**config.mk**
```make
export PLATFORM = sky130hd
export DESIGN_NAME = pageTrap
export DESIGN_NICKNAME = d
export VERILOG_FILES = /design/src/rtl/pageTrapPkg.sv /design/src/rtl/pageTrapDecode.sv /design/src/rtl/pageTrapCtrl.sv /design/src/rtl/pageTrap.sv
export SDC_FILE = /design/constraint.sdc
export NUM_CORES = 1
export LEC_CHECK = 0
export BUFFER_PORTS_ARGS = -buffer_cell sky130_fd_sc_hd__buf_2
export CORE_AREA = 2 2 39 41
export CTS_BUF_LIST = sky130_fd_sc_hd__clkbuf_16
export CTS_CLUSTER_DIAMETER = 100
export DETAILED_ROUTE_END_ITERATION = 10
export DIE_AREA = 0 0 41 43
export GPL_TIMING_DRIVEN = 0
export HOLD_SLACK_MARGIN = 0.03
export PLACE_DENSITY = 0.66
export SLEW_MARGIN = 0
export SYNTH_ARGS = -nofsm -noshare
export SYNTH_HDL_FRONTEND = slang
export SYNTH_SLANG_ARGS = --single-unit
```
**constraint.sdc**
```tcl
create_clock -name clk -period 3.2 [get_ports clk]
set_input_delay 0.16 -clock clk [delete_from_list [all_inputs] [get_ports clk]]
set_output_delay 0.16 -clock clk [all_outputs]
set_load 0.02 [all_outputs]
```
**src/rtl/pageTrapPkg.sv**
```systemverilog
package pageTrapPkg;

  // Decoded bus events, datapath -> control
  typedef struct packed {
    logic trapHit;    // opcode fetch at trap vector
    logic retHit;     // opcode fetch at return address
    logic pageOutWr;  // write to page-out port
  } decodeT;

  // Control strobes, control -> datapath
  typedef struct packed {
    logic pageActive; // overlay in effect this cycle
  } strobeT;

endpackage

```
**src/rtl/pageTrapDecode.sv**
```systemverilog
module pageTrapDecode
  import pageTrapPkg::*;
#(
  parameter int ADDR_W = 16,
  parameter int NUM_PORTS = 4,
  parameter int WIN_BITS = 2,
  parameter logic [ADDR_W/2-1:0] PORT_LO = 8'hFF,
  parameter logic [ADDR_W/2-1:0] PORT_HI_BASE = 8'hF0,
  parameter logic [ADDR_W-1:0] TRAP_ADDR = 16'h0008,
  parameter logic [ADDR_W-1:0] RET_ADDR = 16'h0070,
  parameter int PAGEOUT_IDX = 3
) (
  input  logic [ADDR_W-1:0]    addr,
  input  logic                 m1N,
  input  logic                 mreqN,
  input  logic                 iorqN,
  input  logic                 rdN,
  input  logic                 wrN,
  input  strobeT               stb,
  output decodeT               dec,
  output logic [NUM_PORTS-1:0] portRd,
  output logic [NUM_PORTS-1:0] portWr,
  output logic                 cardRomCsN,
  output logic                 cardRomOeN,
  output logic                 romHoldDrive
);
  localparam int HALF_W = ADDR_W / 2;

  logic isFetch;
  logic ioRead;
  logic ioWrite;
  logic inWindow;
  logic [NUM_PORTS-1:0] portMatch;

  // Opcode fetch needs both M1 and MREQ; port access excludes M1 (int ack)
  assign isFetch = !m1N && !mreqN;
  assign ioRead  = !iorqN && m1N && !rdN;
  assign ioWrite = !iorqN && m1N && !wrN;

  for (genvar i = 0; i < NUM_PORTS; i++) begin : gPort
    localparam logic [HALF_W-1:0] HI_BYTE = PORT_HI_BASE + HALF_W'(i);
    assign portMatch[i] = (addr == {HI_BYTE, PORT_LO});
    assign portRd[i] = ioRead && portMatch[i];
    assign portWr[i] = ioWrite && portMatch[i];
  end

  assign dec.trapHit   = isFetch && (addr == TRAP_ADDR);
  assign dec.retHit    = isFetch && (addr == RET_ADDR);
  assign dec.pageOutWr = portWr[PAGEOUT_IDX];

  assign inWindow     = (addr[ADDR_W-1 -: WIN_BITS] == '0);
  assign cardRomCsN   = !(stb.pageActive && !mreqN && inWindow);
  assign cardRomOeN   = cardRomCsN || rdN;
  assign romHoldDrive = stb.pageActive;

endmodule

```
**src/rtl/pageTrapCtrl.sv**
```systemverilog
module pageTrapCtrl
  import pageTrapPkg::*;
(
  input  logic   clk,
  input  logic   rstN,
  input  logic   trapEn,
  input  decodeT dec,
  output strobeT stb,
  output logic   paged
);
  logic trapNow;

  assign trapNow = trapEn && dec.trapHit;

  always_ff @(posedge clk) begin
    if (!rstN) begin
      paged <= trapEn;           // first fetch after reset is trapped
    end else if (dec.pageOutWr || dec.retHit) begin
      paged <= 1'b0;
    end else if (trapNow) begin
      paged <= 1'b1;
    end
  end

  // Overlay already active on the trapping fetch itself
  assign stb.pageActive = paged || trapNow;

endmodule

```
**src/rtl/pageTrap.sv**
```systemverilog
module pageTrap
  import pageTrapPkg::*;
#(
  parameter int ADDR_W = 16,
  parameter int NUM_PORTS = 4,
  parameter int WIN_BITS = 2,
  parameter logic [ADDR_W/2-1:0] PORT_LO = 8'hFF,
  parameter logic [ADDR_W/2-1:0] PORT_HI_BASE = 8'hF0,
  parameter logic [ADDR_W-1:0] TRAP_ADDR = 16'h0008,
  parameter logic [ADDR_W-1:0] RET_ADDR = 16'h0070,
  parameter int PAGEOUT_IDX = 3
) (
  input  logic                 clk,
  input  logic                 rstN,
  input  logic [ADDR_W-1:0]    addr,
  input  logic                 m1N,
  input  logic                 mreqN,
  input  logic                 iorqN,
  input  logic                 rdN,
  input  logic                 wrN,
  input  logic                 trapEn,
  output logic [NUM_PORTS-1:0] portRd,
  output logic [NUM_PORTS-1:0] portWr,
  output logic                 cardRomCsN,
  output logic                 cardRomOeN,
  output logic                 romHoldDrive,
  output logic                 paged
);
  decodeT dec;
  strobeT stb;

  pageTrapDecode #(
    .ADDR_W(ADDR_W), .NUM_PORTS(NUM_PORTS), .WIN_BITS(WIN_BITS),
    .PORT_LO(PORT_LO), .PORT_HI_BASE(PORT_HI_BASE),
    .TRAP_ADDR(TRAP_ADDR), .RET_ADDR(RET_ADDR), .PAGEOUT_IDX(PAGEOUT_IDX)
  ) uDecode (
    .addr(addr), .m1N(m1N), .mreqN(mreqN), .iorqN(iorqN),
    .rdN(rdN), .wrN(wrN), .stb(stb), .dec(dec),
    .portRd(portRd), .portWr(portWr),
    .cardRomCsN(cardRomCsN), .cardRomOeN(cardRomOeN),
    .romHoldDrive(romHoldDrive)
  );

  pageTrapCtrl uCtrl (
    .clk(clk), .rstN(rstN), .trapEn(trapEn),
    .dec(dec), .stb(stb), .paged(paged)
  );

endmodule

```
==> results.yml <==
final_layout:
  largest_reg_flops: 1
  syn_to_final_growth_pct: 70.6
  fin_nets: 102
  drive_gt1_frac: 0.526
  multi_input_area_um2: 243
  top_register: "uCtrl.paged"
  n_antenna_cell: 0
  largestRegisters: "uCtrl.paged x1"
  regArea_um2: 30.0
  layout.cells.non_filler: 92
  fill_cells: 164
power:
  power.leakage_nw: 0.246
  intPower_uw: 33.1
  pwr-share-comb: 0.692
  seq_power_share: 0.308
  clock_power_share: 0
  vdd_ir_drop_max_v: 0.0000562
  p_switching_uw: 20.5
  powerDensity_nw_per_um2: 114
  swShare: 0.382
detailed_routing:
  vias: 438
  wire_per_inst_um: 9.93
  dr.pass1.iters: 4
  viasPerCell: 4.76
  drc: 0
  wirelength_um: 914
  first_iter_violations: 4
  final_antenna_net_count: 0
floorplan:
  start_util: 0.200
  core_area_um2: 1380
  die_height_um: 43
  io_pins: 36
  die-area_um2: 1760
  rows: 14
  die_w_um: 41
grt:
  antenna_found_initial: 0
  grt_pass1_vias: 379
  grt_max_degree: 8
  track_usage: 0.107
  overflow: 0
  grt_pass1_wl_um: 1460
setup_path:
  end_kind: "flop"
  path_max_fanout: 3
  required_ps: 2940
  cp-start-kind: "input port"
  criticalPathCategory: "input port to flop"
  worst_ep_arrival_time_ps: 1190
placed_design:
  gp_congestion: 0.725
  dp.cells: 92
  hpwl_um: 836
  io_buffers: 35
run:
  max_cap_viol_count: 0
yosys:
  yosys-top-cells-area: "edfxtp_1 11%, nor3_1 9.0%, nor4_1 9.0%"
  ys.warnings.count: 0
  yosysTopAreaCellShare: 0.109
  synth_nets: 65
  netlist_area_um2: 277
  synthCells: 41
  yosysUniqueCellTypes: 21
  yosysTopAreaCell: "edfxtp_1"
  yosys_register_bits: 1
  avgSynthCellArea_um2: 6.74
  yosysSeqAreaShare: 0.109
timing:
  setup-tns-final_ps: 0
  period_share: 0.452
  worst_slew_pin_slew_ps: 371
  finalHoldViolCount: 0
  slew_headroom: 0.751
  final-max-slew-violation-count: 0
  grt_setup_unrepaired: "no"
  period_needed_ps: 1450
  setup_viol: 0
  max_freq_ghz: 0.692
worst_hold_path:
  hold_start: "rstN"
  min_to: "uCtrl.paged"
  hold_depth: 2
  hp-class: "input port to flop"
clock_tree:
  cts_setup_buffers: 0
  clkTransAtPathRegs_ps: 0
  postCtsResizedCells: 0
  holdBufCountCts: 0
status:
  outcome: "finished clean"
==> power groups by stage <==
| stage | sequential, mW | clock (mW) | combinational (mW) |
|---|---|---|---|
| 6_report | 0.0165 | 0 | 0.0371 |
| 5_1_grt | 0.0169 | 0 | 0.0413 |
| 4_1_cts | 0.0166 | 0 | 0.0376 |
| 3_5_place_dp | 0.0165 | 0 | 0.0375 |
| 3_3_place_gp | 0.0166 | 0 | 0.0368 |
| 2_1_floorplan | 0.0180 | 0 | 0.0125 |
==> cells in the final DEF (no fill, tap or decap) <==
cell and count:
nand2b_1 1, a21o_1 1, nor2b_1 1, nor2_1 6, inv_1 1, buf_2 35, edfxtp_1 1, nand4b_2 1
nor2_2 1, nand3_2 1, and3_2 1, nand2_1 6, o21ai_0 1, or3b_1 1, nor4_1 4, nor4_4 1
nand3_1 3, nor3_1 5, nand3b_1 2, and4_1 1, nand4_1 1, a31o_1 1
==> metrics by stage <==
step	cell area, um^2	setup WS (ps)	hold slack (ps)	utilization	total power, mW
final	472	1750	474	0.341	0.0536
after global routing	472	1570	508	0.341	0.0581
after CTS	472	1740	476	0.341	0.0541
after detailed placement	472	1740	475	0.341	0.0540
after global placement	472	1710	464	0.341	0.0533
after floorplan	277	1810	335	-	0.0305
==> worst max path at each step <==
stage	to	slack, ps	startpoint
CTS	uCtrl.paged	1740	addr[10]
global placement	cardRomOeN	1710	addr[15]
finish	uCtrl.paged	1750	addr[10]
detailed placement	cardRomOeN	1740	addr[15]
floorplan	portWr[0]	1810	addr[10]
global route	portRd[0]	1570	addr[14]
==> worst max-delay path: stages <==
cell and delay [ps]:
buf_2 100, or3b_1 400, nor2_2 150, nand4b_2 150, a31o_1 230
==> synthesized netlist by cell type (all sizes together) <==
master and instances:
nand2b 1, o21ai 1, inv 1, nand4 1, or3b 1, and3 1
nor2b 1, a31o 1, nand3 4, nor4 5, a21o 1, nand3b 2
nor3 5, edfxtp 1, nor2 7, nand2 6, nand4b 1, and4 1
==> cell type report <==
type	instances	share of cell area
inverters	1	0.00796
multi-input cells	39	0.515
flip-flops and latches	1	0.0637
well taps	16	0.0424
repair buffers	35	0.371
==> kinds of logic after synthesis <==
kind of cell	after synthesis	synth area share
AOI/OAI and AO/OA	3	0.0769
buffers and inverters	1	0.0136
DFF	1	0.109
and+or+nand+nor	36	0.801
==> routing by layer <==
metal	global-route usage	wire length, um	vias up
met1	0.140	362	187
met5	0	0	-
met4	0	0	0
met2	0.194	459	18
li1	-	-	233
met3	0.00524	92	0
Power figures use the tool's default switching activity.
